--- src/rtl/trig_pkg.sv ---
package trig_pkg;

  // Operation codes of a probe comparator
  typedef enum logic [3:0] {
    OP_OFF  = 4'd0,
    OP_RISE = 4'd1,
    OP_FALL = 4'd2,
    OP_CHG  = 4'd3,
    OP_GT   = 4'd4,
    OP_LT   = 4'd5,
    OP_GE   = 4'd6,
    OP_LE   = 4'd7,
    OP_EQ   = 4'd8,
    OP_NE   = 4'd9
  } trig_op_e;

  localparam int OP_W  = 4;
  localparam int CMP_W = 32;

  typedef logic [CMP_W-1:0] cmp_word_t;

  // Codes 1..9 are live; 0 and 10..15 are neutral
  function automatic logic op_active(input logic [OP_W-1:0] op);
    return (op >= 4'd1) && (op <= 4'd9);
  endfunction

  // Width mask for a probe of w bits inside a CMP_W word
  function automatic cmp_word_t width_mask(input int w);
    cmp_word_t m;
    m = '0;
    for (int b = 0; b < CMP_W; b++) begin
      if (b < w) m[b] = 1'b1;
    end
    return m;
  endfunction

  // Condition of one probe; operands already cut to probe width
  function automatic logic eval_cond(input logic [OP_W-1:0] op,
                                     input cmp_word_t cur,
                                     input cmp_word_t prev,
                                     input cmp_word_t arg);
    logic r;
    case (op)
      OP_RISE: r = cur[0] & ~prev[0];
      OP_FALL: r = ~cur[0] & prev[0];
      OP_CHG:  r = (cur != prev);
      OP_GT:   r = (cur > arg);
      OP_LT:   r = (cur < arg);
      OP_GE:   r = (cur >= arg);
      OP_LE:   r = (cur <= arg);
      OP_EQ:   r = (cur == arg);
      OP_NE:   r = (cur != arg);
      default: r = 1'b0;
    endcase
    return r;
  endfunction

endpackage

--- src/rtl/trig_cfg_regs.sv ---
module trig_cfg_regs
  import trig_pkg::*;
#(
  parameter int NPROBE = 3,
  parameter int PW     = 9,
  parameter int AW     = 3
) (
  input  logic                           clk,
  input  logic                           rst_n,
  input  logic                           we_i,
  input  logic [AW-1:0]                  addr_i,
  input  logic [PW-1:0]                  wdata_i,
  output logic [NPROBE-1:0][OP_W-1:0]    op_o,
  output logic [NPROBE-1:0][PW-1:0]      arg_o,
  output logic                           and_mode_o,
  output logic                           ext_sel_o
);

  localparam logic [AW-1:0] CTRL_ADDR = '0;

  // Combine control register
  always_ff @(posedge clk or negedge rst_n) begin
    if (!rst_n) begin
      and_mode_o <= 1'b0;
      ext_sel_o  <= 1'b0;
    end else if (we_i && addr_i == CTRL_ADDR) begin
      and_mode_o <= wdata_i[0];
      ext_sel_o  <= wdata_i[1];
    end
  end

  // Per-probe operation and argument registers
  for (genvar i = 0; i < NPROBE; i++) begin : g_probe_regs
    localparam logic [AW-1:0] OP_ADDR  = AW'(1 + 2 * i);
    localparam logic [AW-1:0] ARG_ADDR = AW'(2 + 2 * i);

    always_ff @(posedge clk or negedge rst_n) begin
      if (!rst_n) begin
        op_o[i] <= OP_OFF;
      end else if (we_i && addr_i == OP_ADDR) begin
        op_o[i] <= wdata_i[OP_W-1:0];
      end
    end

    always_ff @(posedge clk or negedge rst_n) begin
      if (!rst_n) begin
        arg_o[i] <= '0;
      end else if (we_i && addr_i == ARG_ADDR) begin
        arg_o[i] <= wdata_i;
      end
    end
  end

endmodule

--- src/rtl/probe_cond.sv ---
module probe_cond
  import trig_pkg::*;
#(
  parameter int W  = 1,
  parameter int PW = 9
) (
  input  logic            clk,
  input  logic            rst_n,
  input  logic [PW-1:0]   sample_i,
  input  logic [OP_W-1:0] op_i,
  input  logic [PW-1:0]   arg_i,
  output logic            hit_o,
  output logic            en_o
);

  localparam cmp_word_t MASK = width_mask(W);

  cmp_word_t cur_w;
  cmp_word_t arg_w;
  cmp_word_t prev_q;

  // Cut operands to the probe's own width
  assign cur_w = CMP_W'(sample_i) & MASK;
  assign arg_w = CMP_W'(arg_i) & MASK;

  // Previous sample for edge and change tests; cleared by reset
  always_ff @(posedge clk or negedge rst_n) begin
    if (!rst_n) prev_q <= '0;
    else        prev_q <= cur_w;
  end

  assign hit_o = eval_cond(op_i, cur_w, prev_q, arg_w);
  assign en_o  = op_active(op_i);

endmodule

--- src/rtl/trig_combine.sv ---
module trig_combine #(
  parameter int NPROBE = 3
) (
  input  logic              clk,
  input  logic              rst_n,
  input  logic [NPROBE-1:0] hit_i,
  input  logic [NPROBE-1:0] en_i,
  input  logic              and_mode_i,
  input  logic              ext_sel_i,
  input  logic              ext_i,
  output logic              trig_next_o,
  output logic              trig_o
);

  logic any_en;
  logic all_pass;
  logic any_hit;
  logic internal_trig;

  // Disabled probes are neutral in both gate types
  always_comb begin
    any_en        = |en_i;
    all_pass      = &(hit_i | ~en_i);
    any_hit       = |(hit_i & en_i);
    internal_trig = and_mode_i ? (any_en & all_pass) : any_hit;
    trig_next_o   = ext_sel_i ? ext_i : internal_trig;
  end

  // Single output register
  always_ff @(posedge clk or negedge rst_n) begin
    if (!rst_n) trig_o <= 1'b0;
    else        trig_o <= trig_next_o;
  end

endmodule

--- src/rtl/trig_unit.sv ---
module trig_unit
  import trig_pkg::*;
#(
  parameter int                    NPROBE = 3,
  parameter int                    PW     = 9,
  parameter logic [NPROBE*8-1:0]   WIDTHS = {8'd9, 8'd3, 8'd1},
  parameter int                    AW     = $clog2(2 * NPROBE + 1)
) (
  input  logic                 clk,
  input  logic                 rst_n,
  input  logic [NPROBE*PW-1:0] probes_i,
  input  logic                 ext_trig_i,
  input  logic                 cfg_we_i,
  input  logic [AW-1:0]        cfg_addr_i,
  input  logic [PW-1:0]        cfg_wdata_i,
  output logic                 trig_o
);

  logic [NPROBE-1:0][OP_W-1:0] cfg_op;
  logic [NPROBE-1:0][PW-1:0]   cfg_arg;
  logic                        cfg_and;
  logic                        cfg_ext;
  logic [NPROBE-1:0]           probe_hit;
  logic [NPROBE-1:0]           probe_en;
  logic                        trig_next;

  trig_cfg_regs #(
    .NPROBE (NPROBE),
    .PW     (PW),
    .AW     (AW)
  ) u_regs (
    .clk        (clk),
    .rst_n      (rst_n),
    .we_i       (cfg_we_i),
    .addr_i     (cfg_addr_i),
    .wdata_i    (cfg_wdata_i),
    .op_o       (cfg_op),
    .arg_o      (cfg_arg),
    .and_mode_o (cfg_and),
    .ext_sel_o  (cfg_ext)
  );

  for (genvar i = 0; i < NPROBE; i++) begin : g_probe
    localparam int WI = int'(WIDTHS[8*i +: 8]);

    probe_cond #(
      .W  (WI),
      .PW (PW)
    ) u_cond (
      .clk      (clk),
      .rst_n    (rst_n),
      .sample_i (probes_i[i*PW +: PW]),
      .op_i     (cfg_op[i]),
      .arg_i    (cfg_arg[i]),
      .hit_o    (probe_hit[i]),
      .en_o     (probe_en[i])
    );
  end

  trig_combine #(
    .NPROBE (NPROBE)
  ) u_comb (
    .clk         (clk),
    .rst_n       (rst_n),
    .hit_i       (probe_hit),
    .en_i        (probe_en),
    .and_mode_i  (cfg_and),
    .ext_sel_i   (cfg_ext),
    .ext_i       (ext_trig_i),
    .trig_next_o (trig_next),
    .trig_o      (trig_o)
  );

endmodule

--- config.mk ---
export PLATFORM = sky130hd
export DESIGN_NAME = trig_unit
export DESIGN_NICKNAME = d
export VERILOG_FILES = /design/src/rtl/trig_pkg.sv /design/src/rtl/trig_cfg_regs.sv /design/src/rtl/probe_cond.sv /design/src/rtl/trig_combine.sv /design/src/rtl/trig_unit.sv
export SDC_FILE = /design/constraint.sdc
export NUM_CORES = 1
export LEC_CHECK = 0
export BUFFER_PORTS_ARGS = -buffer_cell sky130_fd_sc_hd__buf_4
export CAP_MARGIN = 20
export CELL_PAD_IN_SITES_DETAIL_PLACEMENT = 1
export CELL_PAD_IN_SITES_GLOBAL_PLACEMENT = 1
export CORE_ASPECT_RATIO = 0.8
export CORE_MARGIN = 5
export CORE_UTILIZATION = 46
export DETAILED_ROUTE_END_ITERATION = 10
export PLACE_DENSITY_LB_ADDON = 0.1
export SYNTH_ARGS = -nofsm -noshare
export SYNTH_HDL_FRONTEND = slang
export SYNTH_SLANG_ARGS = --single-unit
--- constraint.sdc ---
create_clock -name clk -period 3 [get_ports clk]
set_clock_uncertainty 0.1 [all_clocks]
set_input_delay 0.75 -clock clk [delete_from_list [all_inputs] [get_ports clk]]
set_output_delay 0.75 -clock clk [all_outputs]
set_load 0.05 [all_outputs]
==> metrics.csv <==
stage,metric,value,unit
clock_tree,cts_resized,0,
synth,synth_simple_gate_area_share,12.1,%
synth,yosysTopAreaCellShare,45.1,%
route,drt-total-wl,5.13,mm
synth,syn_inst,202,
place,dp.cells,290,
finish,design_area,2680,µm²
route,drc,0,
timing,fin_ws,0.691,ns
synth,syn_area,2270,µm²
die,die_h,72.9,µm
clock_tree,clkLatencyLatePin,0.30,ns
critical_path,r2r-start,u_regs.arg_o[11],
synth,synth_seq_area_share,45.1,%
critical_path,startpoint,probes_i[24],
critical_path,cpMaxStageDelayCell,nor4_1,
finish,nets,301,
critical_path,crit_cells,8,
critical_path,path_class,primary input to flip-flop,
critical_path,path_cells,"buf_4, ha_1, a211oi_1, nor2_1, nor4_1, a22o_1, o21ai_0, a31oi_1",
synth,synth_top_family_by_area,multiplexers,
finish,fillers,505,
timing,setup_viol,0,
critical_path,cp_slowest_stage_delay,0.49,ns
grt,antenna_found_initial,0,
critical_path,critPathArrivalTime,2.43,ns
route,vias_per_cell,5.42,
timing,rsz0062_at_grt,false,
route,wire_per_inst,17.2,µm
clock_tree,cts_htree_levels,2,
clock_tree,holdBufCountCts,0,
synth,synthMuxAreaShare,13.6,%
grt,grt_pass1_vias,1717,
clock_tree,cts.clk_slew.worst_paths,0.08,ns
clock_tree,cts_tree,done,
synth,synthDistinctLibCells,38,
pwr,ir_drop,0.303,mV
synth,syn_avg_cell_area,11.3,µm²
synth,synth_edf_count,0,
pwr,powerDensity,625,nW/µm²
clock_tree,clock-sinks,41,
timing,slew_violations,0,
pwr,power.leakage,1.24,nW
pwr,power.total,1.68,mW
place,hpwlAfterDp,4.12,mm
timing,final.min_clock_period,2.31,ns
clock_tree,post_cts_buffers,0,
route,drtPass1Iterations,4,
synth,synth_common_cells,"dfrtp_1, mux2_2, ha_1, inv_1, nand2_1",
place,placed_area,2560,µm²
timing,setup_tns,0,ns
grt,grt_use_total,17.7,%
run,cap_violations,0,
critical_path,start_kind,primary input,
timing,maxSlewHeadroom,57.3,%
critical_path,critPathTopFamily,compound AO/OA/AOI/OAI gates,
hold_path,hold_class,primary input to asynchronous set/reset pin,
route,ant_nets,0,
grt,grt.overflow.total,0,
clock_tree,cts_buffer_depth,2,
clock_tree,numCtsBuffers,5,
die,rows,22,
critical_path,end_kind,flip-flop,
die,initial_core_util,48.6,%
clock_tree,clockRootBuffer,clkbuf_8,
synth,synthAdderAreaFrac,11.6,%
die,fp.dieW,88.6,µm
critical_path,cp-endpoint,u_comb.trig_o,
place,portBuffers,29,
place,dp_slack,0.349,ns
critical_path,path_max_fanout,3,
critical_path,r2r-end,u_comb.trig_o,
die,io_pins,44,
timing,worst_pin_slew,0.639,ns
route,drt_iter0_drc,20,
timing,finalHoldViolCount,0,
synth,synth_compound_area_share,9.35,%
synth,synth.area.top_cells,"dfrtp_1, mux2_2, ha_1",
die,dieArea,6460,µm²
finish,layout.cells.non_filler,298,
synth,yosysMostFrequentCell,dfrtp_1,
synth,yosys.area.top_type,dfrtp_1,
grt,grt_max_degree,42,
critical_path,reg2reg_depth,9,
finish,drive_gt1_share,28.2,%
finish,syn2layout_area_growth,18.0,%
synth,synth-xor-area-share,4.62,%
critical_path,crit_required,3.12,ns
synth,yosys_warnings,0,
route,vias,1615,
timing,period_share,77.0,%
synth,synth-async-reset-ratio,100,%
critical_path,crit_buf_inv,1,
critical_path,rrSetupSlack,0.87,ns
grt,grt_pass1_wl,8.60,mm
status,status,"complete, no violations",
synth,syn-num-nets,266,
timing,clock.fmax,0.433,GHz
die,core-area,4680,µm²
synth,synth_seq_cells,41,
synth,synthFlopType,dfrtp_1,
place,gp_congestion,0.742,
finish,num_antenna_cells,0,
[registers in the layout, summed over array words and instances, names as in the netlist]
name / cells
u_comb.trig_o: 1
u_regs.arg_o: 13
u_regs.op_o: 12
u_regs.and_mode_o: 1
g_probe.u_cond.prev_q: 13
u_regs.ext_sel_o: 1
[how the worst min path moves through the flow]
stage	slack, ns	start	endpoint	depth (start not counted)
final	0.31	rst_n	u_comb.trig_o	1
after CTS	0.33	rst_n	u_comb.trig_o	1
after global routing	0.35	rst_n	g_probe[2].u_cond.prev_q[0]	1
after global placement	0.40	u_regs.arg_o[21]	u_regs.arg_o[21]	1
after detailed placement	0.40	u_regs.arg_o[24]	u_regs.arg_o[24]	1
after floorplan	0.35	rst_n	g_probe[0].u_cond.prev_q[0]	0
[layout make-up]
type | instances | area [µm²] | share of cell area, %
multi-input cells | 139 | 1170 | 43.5
flip-flops and latches | 41 | 1030 | 38.2
repair buffers | 29 | 218 | 8.11
clock buffers | 6 | 82.6 | 3.08
inverters | 21 | 78.8 | 2.94
well taps | 60 | 75.1 | 2.80
clock inverters | 2 | 37.5 | 1.40
[cell usage in the layout (no fill, tap or decap), types with 3 or more instances in the layout]
master,Yosys,routed
xor2_1,9,9
a21oi_1,4,4
clkbuf_8,0,6
dfrtp_1,41,41
xnor2_1,3,3
o21ai_0,10,10
nor3_1,5,5
nand4_1,4,4
inv_1,21,21
nand4b_1,5,5
mux2i_1,4,4
mux2_2,24,24
buf_4,0,29
nor2_1,7,7
nand2_1,12,12
ha_1,21,21
[per-layer routing]
| layer | track usage, % | vias to the layer above | wire (µm) |
|---|---|---|---|
| li1 | - | 793 | - |
| met1 | 24.3 | 793 | 2440 |
| met2 | 27.3 | 21 | 2450 |
| met3 | 3.95 | 8 | 154 |
| met4 | 6.54 | 0 | 89 |
| met5 | 0 | - | 0 |
[power breakdown]
part	internal (mW)	switching [mW]
Combinational	0.230	0.237
Sequential	0.647	0.0965
Clock	0.270	0.196
Total	1.15	0.530
[metrics by stage]
step	utilization (%)	hold WS, ns
floorplan	-	0.354
global placement	54.8	0.396
detailed placement	54.8	0.396
CTS	57.4	0.329
global route	57.4	0.355
finish	57.4	0.309
[kinds of logic after synthesis]
kind of cell | count (synthesis)
simple gates | 48
compound gates | 30
flops | 41
mux | 28
buf+inv | 22
fa+ha+maj | 21
xor+xnor | 12
Power figures use the tool's default switching activity.
